--- config.mk ---
export PLATFORM = sky130hd
export DESIGN_NAME = febe_txgen
export DESIGN_NICKNAME = d
export VERILOG_FILES = /design/src/rtl/febe_pkg.sv /design/src/rtl/febe_err_accum.sv /design/src/rtl/febe_code_sel.sv /design/src/rtl/febe_out_reg.sv /design/src/rtl/febe_txgen.sv
export SDC_FILE = /design/constraint.sdc
export NUM_CORES = 1
export LEC_CHECK = 0
export ABC_CLOCK_PERIOD_IN_PS = 1970
export BUFFER_PORTS_ARGS = -buffer_cell sky130_fd_sc_hd__buf_2
export CAP_MARGIN = 15
export CORE_AREA = 2 2 39 41
export CTS_CLUSTER_DIAMETER = 150
export DETAILED_ROUTE_END_ITERATION = 16
export DIE_AREA = 0 0 41 43
export PLACE_DENSITY = 0.42
export REMOVE_ABC_BUFFERS = 1
export SLEW_MARGIN = 5
export SYNTH_ARGS = -nofsm -noshare
export SYNTH_HDL_FRONTEND = slang
export SYNTH_SLANG_ARGS = --single-unit
--- constraint.sdc ---
create_clock -name clk -period 1.97 [get_ports clk]
set_input_delay 0 -clock clk [delete_from_list [all_inputs] [get_ports clk]]
set_output_delay 0 -clock clk [all_outputs]
set_load 0.1 [all_outputs]
--- src/rtl/febe_pkg.sv ---
// Package: shared constants and types for the FEBE transmit code generator.
// Assumes the FEBE field is a repeated single bit (all zeros or all ones).
package febe_pkg;

    localparam int FEBE_W = 3;

    localparam logic [FEBE_W-1:0] FEBE_NULL   = '1;
    localparam logic [FEBE_W-1:0] FEBE_ACTIVE = '0;

    // Number of pulsed receive error sources (F bit, M bit, CP parity).
    localparam int ERR_SRC_N = 3;

    // Which path decided the code of a transmitted frame.
    typedef enum logic [1:0] {
        SRC_OFF    = 2'd0,
        SRC_AUTO   = 2'd1,
        SRC_MANUAL = 2'd2
    } febe_src_e;

    // Configuration sampled at a transmit frame boundary.
    typedef struct packed {
        logic auto_defeat;
        logic force_active;
        logic e3_mode;
        logic m23_fmt;
    } febe_cfg_t;

    // Replicate one decision bit across the code field (1 = active).
    function automatic logic [FEBE_W-1:0] febe_encode(input logic active);
        return active ? FEBE_ACTIVE : FEBE_NULL;
    endfunction

endpackage

--- src/rtl/febe_err_accum.sv ---
// Module: febe_err_accum
// Collects receive error events over one received M-frame and keeps the
// verdict of the latest completed frame. Also offers a forwarded verdict
// for the case where the frame ends in the current cycle.
// Assumes: err_pulse bits are single-cycle pulses, oof is a level,
// frame_end is high for exactly the last cycle of a received frame.
module febe_err_accum #(
    parameter int NUM_SRC = 3
) (
    input  logic               clk,
    input  logic               rst_n,
    input  logic [NUM_SRC-1:0] err_pulse,
    input  logic               oof,
    input  logic               frame_end,
    output logic               frame_err_q,
    output logic               frame_err_now
);

    logic acc_q;
    logic event_now;
    logic closing_verdict;

    // Any error source or out-of-frame in this cycle.
    assign event_now       = (|err_pulse) | oof;
    assign closing_verdict = acc_q | event_now;

    // Accumulate events within the current received frame; clear at its end.
    always_ff @(posedge clk) begin
        if (!rst_n) begin
            acc_q <= 1'b0;
        end else if (frame_end) begin
            acc_q <= 1'b0;
        end else if (event_now) begin
            acc_q <= 1'b1;
        end
    end

    // Keep the verdict of the most recently completed frame.
    always_ff @(posedge clk) begin
        if (!rst_n) begin
            frame_err_q <= 1'b0;
        end else if (frame_end) begin
            frame_err_q <= closing_verdict;
        end
    end

    // Forward the verdict of a frame that closes in this very cycle.
    assign frame_err_now = frame_end ? closing_verdict : frame_err_q;

    // an event inside a frame marks the running accumulation.
    a_r2_event_marks: assert property (@(posedge clk) disable iff (!rst_n)
        (event_now && !frame_end) |=> acc_q);

    // the accumulation starts clean after every frame end.
    a_r4_clear_on_end: assert property (@(posedge clk) disable iff (!rst_n)
        frame_end |=> !acc_q);

    // an event on the frame-end cycle counts for the ending frame.
    a_r4_last_cycle_counts: assert property (@(posedge clk) disable iff (!rst_n)
        (frame_end && event_now) |=> frame_err_q);

    // a clean frame overwrites an earlier errored verdict.
    a_r7_latest_wins: assert property (@(posedge clk) disable iff (!rst_n)
        (frame_end && !acc_q && !event_now) |=> !frame_err_q);

endmodule

--- src/rtl/febe_code_sel.sv ---
// Module: febe_code_sel
// Chooses the FEBE code and insert enable from the sampled configuration
// and the received-frame verdict. Purely combinational.
// Assumes the caller registers the result at a transmit frame boundary.
module febe_code_sel
    import febe_pkg::*;
(
    input  febe_cfg_t          cfg,
    input  logic               frame_err,
    output logic [FEBE_W-1:0]  code,
    output logic               insert,
    output febe_src_e          src
);

    // Priority: format disable, then manual override, then automatic.
    always_comb begin
        if (cfg.e3_mode || cfg.m23_fmt) begin
            src = SRC_OFF;
        end else if (cfg.auto_defeat) begin
            src = SRC_MANUAL;
        end else begin
            src = SRC_AUTO;
        end
    end

    // Map the chosen source to the code field and enable.
    always_comb begin
        unique case (src)
            SRC_MANUAL: begin
                code   = febe_encode(cfg.force_active);
                insert = 1'b1;
            end
            SRC_AUTO: begin
                code   = febe_encode(frame_err);
                insert = 1'b1;
            end
            default: begin
                code   = FEBE_NULL;
                insert = 1'b0;
            end
        endcase
    end

endmodule

--- src/rtl/febe_out_reg.sv ---
// Module: febe_out_reg
// Output register for the code and insert enable, loaded only on a
// transmit frame boundary so no frame carries a mixed code.
// Assumes load is a single-cycle strobe.
module febe_out_reg #(
    parameter int              W        = 3,
    parameter logic [W-1:0]    RST_CODE = '1
) (
    input  logic         clk,
    input  logic         rst_n,
    input  logic         load,
    input  logic [W-1:0] code_d,
    input  logic         insert_d,
    output logic [W-1:0] code_q,
    output logic         insert_q
);

    // Capture the next frame's code at the boundary; hold otherwise.
    always_ff @(posedge clk) begin
        if (!rst_n) begin
            code_q   <= RST_CODE;
            insert_q <= 1'b0;
        end else if (load) begin
            code_q   <= code_d;
            insert_q <= insert_d;
        end
    end

    // outputs move only after a load strobe.
    a_r5_hold_between_loads: assert property (@(posedge clk) disable iff (!rst_n)
        !load |=> ($stable(code_q) && $stable(insert_q)));

endmodule

--- src/rtl/febe_txgen.sv ---
// Module: febe_txgen (top)
// Produces the far-end block error code for the M-subframe 4 C-bit slots
// of each transmitted C-bit parity DS3 M-frame, from receive-side error
// indications or from a software override.
// Assumes: both frame strobes come from the surrounding framer and are one
// cycle wide; configuration inputs are quasi-static register bits.
module febe_txgen
    import febe_pkg::*;
(
    input  logic              clk,
    input  logic              rst_n,
    input  logic              rx_fbit_err,
    input  logic              rx_mbit_err,
    input  logic              rx_cp_err,
    input  logic              rx_oof,
    input  logic              rx_mframe_end,
    input  logic              tx_mframe_start,
    input  logic              cfg_auto_defeat,
    input  logic              cfg_force_active,
    input  logic              cfg_e3_mode,
    input  logic              cfg_m23_fmt,
    output logic [FEBE_W-1:0] febe_code,
    output logic              febe_insert
);

    logic [ERR_SRC_N-1:0] err_vec;
    logic                 frame_err_q;
    logic                 frame_err_now;
    febe_cfg_t            cfg_now;
    logic [FEBE_W-1:0]    next_code;
    logic                 next_insert;
    febe_src_e            next_src;

    // Gather pulsed error sources into one vector.
    assign err_vec = {rx_cp_err, rx_mbit_err, rx_fbit_err};

    // Present configuration; only used when the output register loads.
    assign cfg_now = '{auto_defeat:  cfg_auto_defeat,
                       force_active: cfg_force_active,
                       e3_mode:      cfg_e3_mode,
                       m23_fmt:      cfg_m23_fmt};

    febe_err_accum #(
        .NUM_SRC (ERR_SRC_N)
    ) u_accum (
        .clk           (clk),
        .rst_n         (rst_n),
        .err_pulse     (err_vec),
        .oof           (rx_oof),
        .frame_end     (rx_mframe_end),
        .frame_err_q   (frame_err_q),
        .frame_err_now (frame_err_now)
    );

    febe_code_sel u_sel (
        .cfg       (cfg_now),
        .frame_err (frame_err_now),
        .code      (next_code),
        .insert    (next_insert),
        .src       (next_src)
    );

    febe_out_reg #(
        .W        (FEBE_W),
        .RST_CODE (FEBE_NULL)
    ) u_out (
        .clk      (clk),
        .rst_n    (rst_n),
        .load     (tx_mframe_start),
        .code_d   (next_code),
        .insert_d (next_insert),
        .code_q   (febe_code),
        .insert_q (febe_insert)
    );

    // a disabled code always rests at the null value.
    a_r10_null_when_off: assert property (@(posedge clk) disable iff (!rst_n)
        !febe_insert |-> (febe_code == FEBE_NULL));

    // E3 or M23 at a boundary removes insertion.
    a_r10_off_formats: assert property (@(posedge clk) disable iff (!rst_n)
        (tx_mframe_start && (cfg_e3_mode || cfg_m23_fmt)) |=> !febe_insert);

    // only the two legal code values appear.
    a_r12_legal_code: assert property (@(posedge clk) disable iff (!rst_n)
        (febe_code == FEBE_NULL) || (febe_code == FEBE_ACTIVE));

    // under defeat the force bit alone decides the code.
    a_r8_manual_code: assert property (@(posedge clk) disable iff (!rst_n)
        (tx_mframe_start && cfg_auto_defeat && !cfg_e3_mode && !cfg_m23_fmt)
        |=> (febe_code == ($past(cfg_force_active) ? FEBE_ACTIVE : FEBE_NULL)));

    // a frame closing with an error at a transmit start is signalled at once.
    a_r6_same_cycle_forward: assert property (@(posedge clk) disable iff (!rst_n)
        (tx_mframe_start && rx_mframe_end && (rx_fbit_err || rx_mbit_err || rx_cp_err || rx_oof)
         && !cfg_auto_defeat && !cfg_e3_mode && !cfg_m23_fmt)
        |=> (febe_code == FEBE_ACTIVE));

endmodule

==> results.cfg, run 1 <==
[clock_tree]
post_cts_buffers = 0
cts_root_buffer = clkbuf_4
htree_num_levels = 1
cts_max_path_buffers = 2
cts_made_buffers = 3
clk_pin_slew_ns = 0.04
clk_latency_ns = 0.24
cts_tree = done
ctsResizeCount = 0
cts_sinks = 4

[cells_and_area]
fin_nets = 53
utilization_pct = 23.2
final_layout_size_suffix_gt1_share_pct = 51.3
final_cells = 55
num-fill-cells = 145
areaGrowthSynthToFinish_pct = 61.6
diodes = 0
multi_input_area_um2 = 100
ff_latch_area_um2 = 80.1

[min_path]
hp-class = in -> reg
min_to = u_out.insert_q$_SDFFE_PN0P_
min_path_cells = 3
min_from = tx_mframe_start

[placed_design]
gpl.final_weighted_congestion = 0.596
dp_cells = 50
hpwl_um = 372
io_buffers = 15

[setup_path]
required_ns = 1.97
timing.rr.end = u_accum.frame_err_q$_SDFF_PN0_
path_buf_inv = 1
reg2regPathDepth = 3
cp_cell_sequence = buf_2
worstSetupPathType = reg -> out
cp_data_arrival_time_ns = 1.01
worstSetupStartpointType = flip-flop
r2r-start = u_accum.acc_q$_SDFFE_PP0P_
worst-path-max-fanout = 4
critical-path-slowest-cell = buf_2
worstSetupEndpointType = primary output
max_stage_delay_ns = 0.43
path_delay_family = buffers and inverters
r2r_setup_slack_ns = 1.06

[timing]
finalMaxSlewViolations = 0
hold_viol_final = 0
min_period_ns = 1.01
skew_ns = 0.00472
timing.final.crit_share_pct = 51.2
fmax_mhz = 992
slew-limit-headroom_pct = 68.0
rsz0062_at_grt = no
finalSetupViolations = 0
worst_slew_pin_slew_ns = 0.484
tns_ns = 0
hold_slack_ns = 0.0597

[synth]
ys_warn_count = 0
synth_top_area_share_pct = 40.3
syn_avg_cell_area_um2 = 9.47
synthCells = 21
synth.area.top_cells = dfxtp_1, a211oi_1, buf_4
yosysTopAreaCell = dfxtp_1
yosysSeqAreaShare_pct = 40.3
synth_area_um2 = 199
ys_ff_latch = 4
synth_cell_types = 13

[grt]
overflow = 0
grt_start_max_net_pins = 5
grt_pass1_vias = 201
antenna_found_initial = 0
track_usage_pct = 7.53
grt_pass1_wl_um = 793

[power]
power_density_nw_per_um2 = 816
finalPower_uw = 262
peakVddDrop_mv = 0.353
p_leak_nw = 0.146

[run]
drv_cap = 0

[route]
dr.pass1.iters = 2
vias = 215
drt-total-wl_um = 505
via_per_inst = 3.91
final_antenna_net_count = 0
drc = 0
drt_iter0_drc = 5
wire_per_inst_um = 9.18

[floorplan]
initial_core_util_pct = 14.4
fp.dieW_um = 41
ios = 16
core_um2 = 1380
rows = 14
die_h_um = 43
dieArea_um2 = 1760

[status]
status = completed
[registers in the layout, summed over array words and instances, names as in the netlist]
signal	flops
u_accum.acc_q	1
u_accum.frame_err_q	1
u_out.code_q	1
u_out.insert_q	1
[Yosys cell counts]
cell type and count:
nor2b_1 1, nand4bb_1 1, a31oi_1 1, buf_4 2
nor3_2 1, inv_1 1, dfxtp_1 4, a21oi_1 1
nor4b_2 1, and2_1 1, a211oi_1 2, nor2_1 4
mux2i_1 1
[cell families (layout without fill, tap and decap cells)]
group	Yosys count	in the layout	share of synthesized area, %
flip-flops	4	4	40.3
AO/OA/AOI/OAI	4	4	13.2
buffers and inverters	3	21	9.43
AND/OR/NAND/NOR	9	9	32.1
multiplexers	1	1	5.03
[layer usage]
metal	wire [um]	track usage (%)
met1	214	8.04
met2	176	9.06
met3	113	9.42
met4	0	2.00
met5	0	0
[cells in the final DEF, fill, tap and decap left out]
cell type,n
buf_2,15
nor2_1,4
dfxtp_1,4
clkbuf_4,3
a211oi_1,2
dlygate4sd3_1,2
nor3_2,1
a31oi_1,1
inv_1,1
nor2b_1,1
nor4b_2,1
nand4bb_1,1
a21oi_1,1
and2_1,1
mux2i_1,1
[where the power goes]
| part | internal [mW] | switching (mW) |
|---|---|---|
| logic | 0.0208 | 0.0514 |
| registers | 0.0864 | 0.00227 |
| clock network | 0.0681 | 0.0333 |
[per-stage QoR]
step                setup slack (ns)  instance area, um2
finish                         0.962                 322
floorplan                     -0.824                 184
global route                   0.894                 322
detailed placement              1.07                 279
CTS                            0.948                 322
global placement                1.08                 279
[worst max path at each step]
stage | startpoint | endpoint | depth (start not counted)
after floorplan | u_out.code_q[1]$_SDFFE_PN1P_ | u_out.code_q[1]$_SDFFE_PN1P_ | 3
after global placement | u_accum.acc_q$_SDFFE_PP0P_ | u_accum.frame_err_q$_SDFF_PN0_ | 3
after detailed placement | u_accum.acc_q$_SDFFE_PP0P_ | u_accum.frame_err_q$_SDFF_PN0_ | 3
after CTS | u_out.code_q[1]$_SDFFE_PN1P_ | febe_code[2] | 1
after global routing | u_out.code_q[1]$_SDFFE_PN1P_ | febe_code[2] | 1
final | u_out.code_q[1]$_SDFFE_PN1P_ | febe_code[2] | 1
[area by class of cell]
class | instances | area share [%]
well taps | 16 | 6.23
inverters | 1 | 1.17
multi-input cells | 14 | 31.1
flip-flops and latches | 4 | 24.9
clock buffers | 3 | 7.00
repair buffers | 17 | 29.6
[what timing repair did]
action                                  in CTS  in global routing
hold buffers                                 2                  0
endpoints found under the setup margin       0                  0
endpoints found under the hold margin        2                  0
Note: power is estimated with default switching activity, not from simulation.
==> inputs of run 2 (changes only) <==
- ABC_AREA: default -> 1
- ABC_CLOCK_PERIOD_IN_PS: 1970 -> 1000
- PLACE_DENSITY: 0.42 -> 0.41
- clock period: 1.97 -> 1 ns (I/O delays scaled with it)
==> results.cfg, run 2 <==
[clock_tree]
cts_sinks = 4
ctsResizeCount = 0
cts_tree = done
clk_pin_slew_ns = 0.04
post_cts_buffers = 0
clk_latency_ns = 0.23
cts_max_path_buffers = 2
cts_made_buffers = 3
cts_root_buffer = clkbuf_4
htree_num_levels = 1

[floorplan]
fp.dieW_um = 41
rows = 14
initial_core_util_pct = 13.9
dieArea_um2 = 1760
ios = 16
die_h_um = 43
core_um2 = 1380

[grt]
grt_pass1_vias = 191
top_usage_layer = met3
track_usage_pct = 6.53
gr-usage-met2_pct = 7.19
overflow = 0
use_met3_pct = 7.85
grt_use_met1_pct = 6.75
grt_pass1_wl_um = 690
antenna_found_initial = 0
grt_start_max_net_pins = 5

[timing]
fmax_mhz = 1140
min_period_ns = 0.881
timing.final.crit_share_pct = 88.1
worst_slew_pin_slew_ns = 0.142
finalMaxSlewViolations = 0
finalSetupViolations = 0
slew-limit-headroom_pct = 90.4
rsz0062_at_grt = no
hold_viol_final = 0
skew_ns = 0.00246
setup_ws_ns = 0.119

[synth]
ys_warn_count = 0
yosysTopAreaCell = dfxtp_1
yosys.area_share.adder_pct = 0
yosys.area_share.simple_pct = 28.6
synthXorXnorAreaFrac_pct = 0
ys_ff_latch = 4
yosysMostFrequentCell = inv_1
synth.area.top_cells = dfxtp_1, inv_1, nand2_1
synth_area_um2 = 193
synth_cell_types = 9
synthCells = 29
synth_top_flop_cell = dfxtp_1
synth_common_cells = inv_1, nand2_1, dfxtp_1, nor2_1
yosysSeqAreaShare_pct = 41.6
synthMuxAreaShare_pct = 0
synth-async-reset-ratio_pct = 0
synth_compound_area_share_pct = 10.4
syn_avg_cell_area_um2 = 6.64
synth_top_area_share_pct = 41.6
synth_top_family_by_area = simple AND/OR/NAND/NOR gates
synth-edff-count = 0

[placed_design]
placed_cell_area_um2 = 340
dpl_worst_slack_ns = 0.155
hpwl_um = 349
gpl.final_weighted_congestion = 0.633
io_buffers = 15

[route]
dr.pass1.iters = 3
drt_iter0_drc = 8
drc = 0
drt-total-wl_um = 435
final_antenna_net_count = 0
wire_per_inst_um = 6.90
via_per_inst = 3.49
vias = 220

[setup_path]
cp_cell_sequence = buf_4 > buf_12
worstSetupPathType = reg -> out
cp_data_arrival_time_ns = 0.88
required_ns = 1.00
critical-path-slowest-cell = dfxtp_1
worst-path-max-fanout = 3
max_stage_delay_ns = 0.31
worstSetupEndpointType = primary output
worstSetupStartpointType = flip-flop

[cells_and_area]
areaGrowthSynthToFinish_pct = 93.5
final_common_cell = buf_2
final_cell_mix = buf_2, inv_1, nand2_1
diodes = 0
final_layout_size_suffix_gt1_share_pct = 40.4
fin_nets = 61
fin_area_um2 = 373
num-fill-cells = 154

[run]
drv_cap = 0

[power]
peakVddDrop_mv = 0.543
p_leak_nw = 0.205
finalPower_uw = 547
power_density_nw_per_um2 = 1470

[status]
status = completed

[min_path]
hp-class = in -> reg
run 2: timing repair:
action | in CTS | in global routing
endpoints found under the setup margin | 0 | 0
hold buffers | 1 | 0
hold endpoints to repair | 1 | 0
run 2: per-layer routing:
| layer | vias to the layer above | wire length [um] |
|---|---|---|
| met5 | - | 0 |
| met4 | 0 | 0 |
| met3 | 0 | 65 |
| met2 | 12 | 169 |
| met1 | 85 | 200 |
| li1 | 123 | - |
run 2: path summary, 6_finish.rpt:
check,start,to,slack [ns],cells after the start
worst max-delay path,u_out.code_q[1]$_SDFFE_PN1P_,febe_code[1],0.12,2
worst min-delay path,rst_n,u_accum.acc_q$_SDFFE_PP0P_,0.01,3
worst max register to register,u_accum.acc_q$_SDFFE_PP0P_,u_out.code_q[1]$_SDFFE_PN1P_,0.16,7
worst min register to register,u_out.code_q[1]$_SDFFE_PN1P_,u_out.code_q[1]$_SDFFE_PN1P_,0.46,2
run 2: layout make-up:
type	count	area [um2]	area share, %
repair buffers	17	153	40.9
flip-flops and latches	4	80.1	21.5
multi-input cells	17	75.1	20.1
clock buffers	3	22.5	6.04
inverters	6	22.5	6.04
well taps	16	20.0	5.37
run 2: critical path, delay by kind of cell (launching register included):
| family | cells | cell delay (ns) |
|---|---|---|
| buf+inv | 2 | 0.34 |
| flops | 1 | 0.31 |
run 2: logic make-up (layout without fill, tap and decap cells):
kind of cell           count (synthesis)  in the layout
AO/OA/AOI/OAI                          4              4
buffers and inverters                  8             26
flip-flops                             4              4
AND/OR/NAND/NOR                       13             13
run 2: report_power, final:
group | internal [mW] | leakage, nW | total [mW] | switching [mW]
registers | 0.171 | 0.0332 | 0.175 | 0.00460
clock network | 0.134 | 0.0138 | 0.199 | 0.0652
logic | 0.0685 | 0.158 | 0.172 | 0.104
run 2: per-stage QoR:
step | TNS (ns) | std cells | hold slack [ns] | utilization, %
floorplan | -5.56 | 27 | 0.0935 | -
global placement | 0 | 59 | 0.232 | 24.6
detailed placement | 0 | 59 | 0.232 | 24.6
CTS | 0 | 63 | 0.00914 | 26.9
global route | 0 | 63 | 0.0357 | 26.9
finish | 0 | 63 | 0.0133 | 26.9
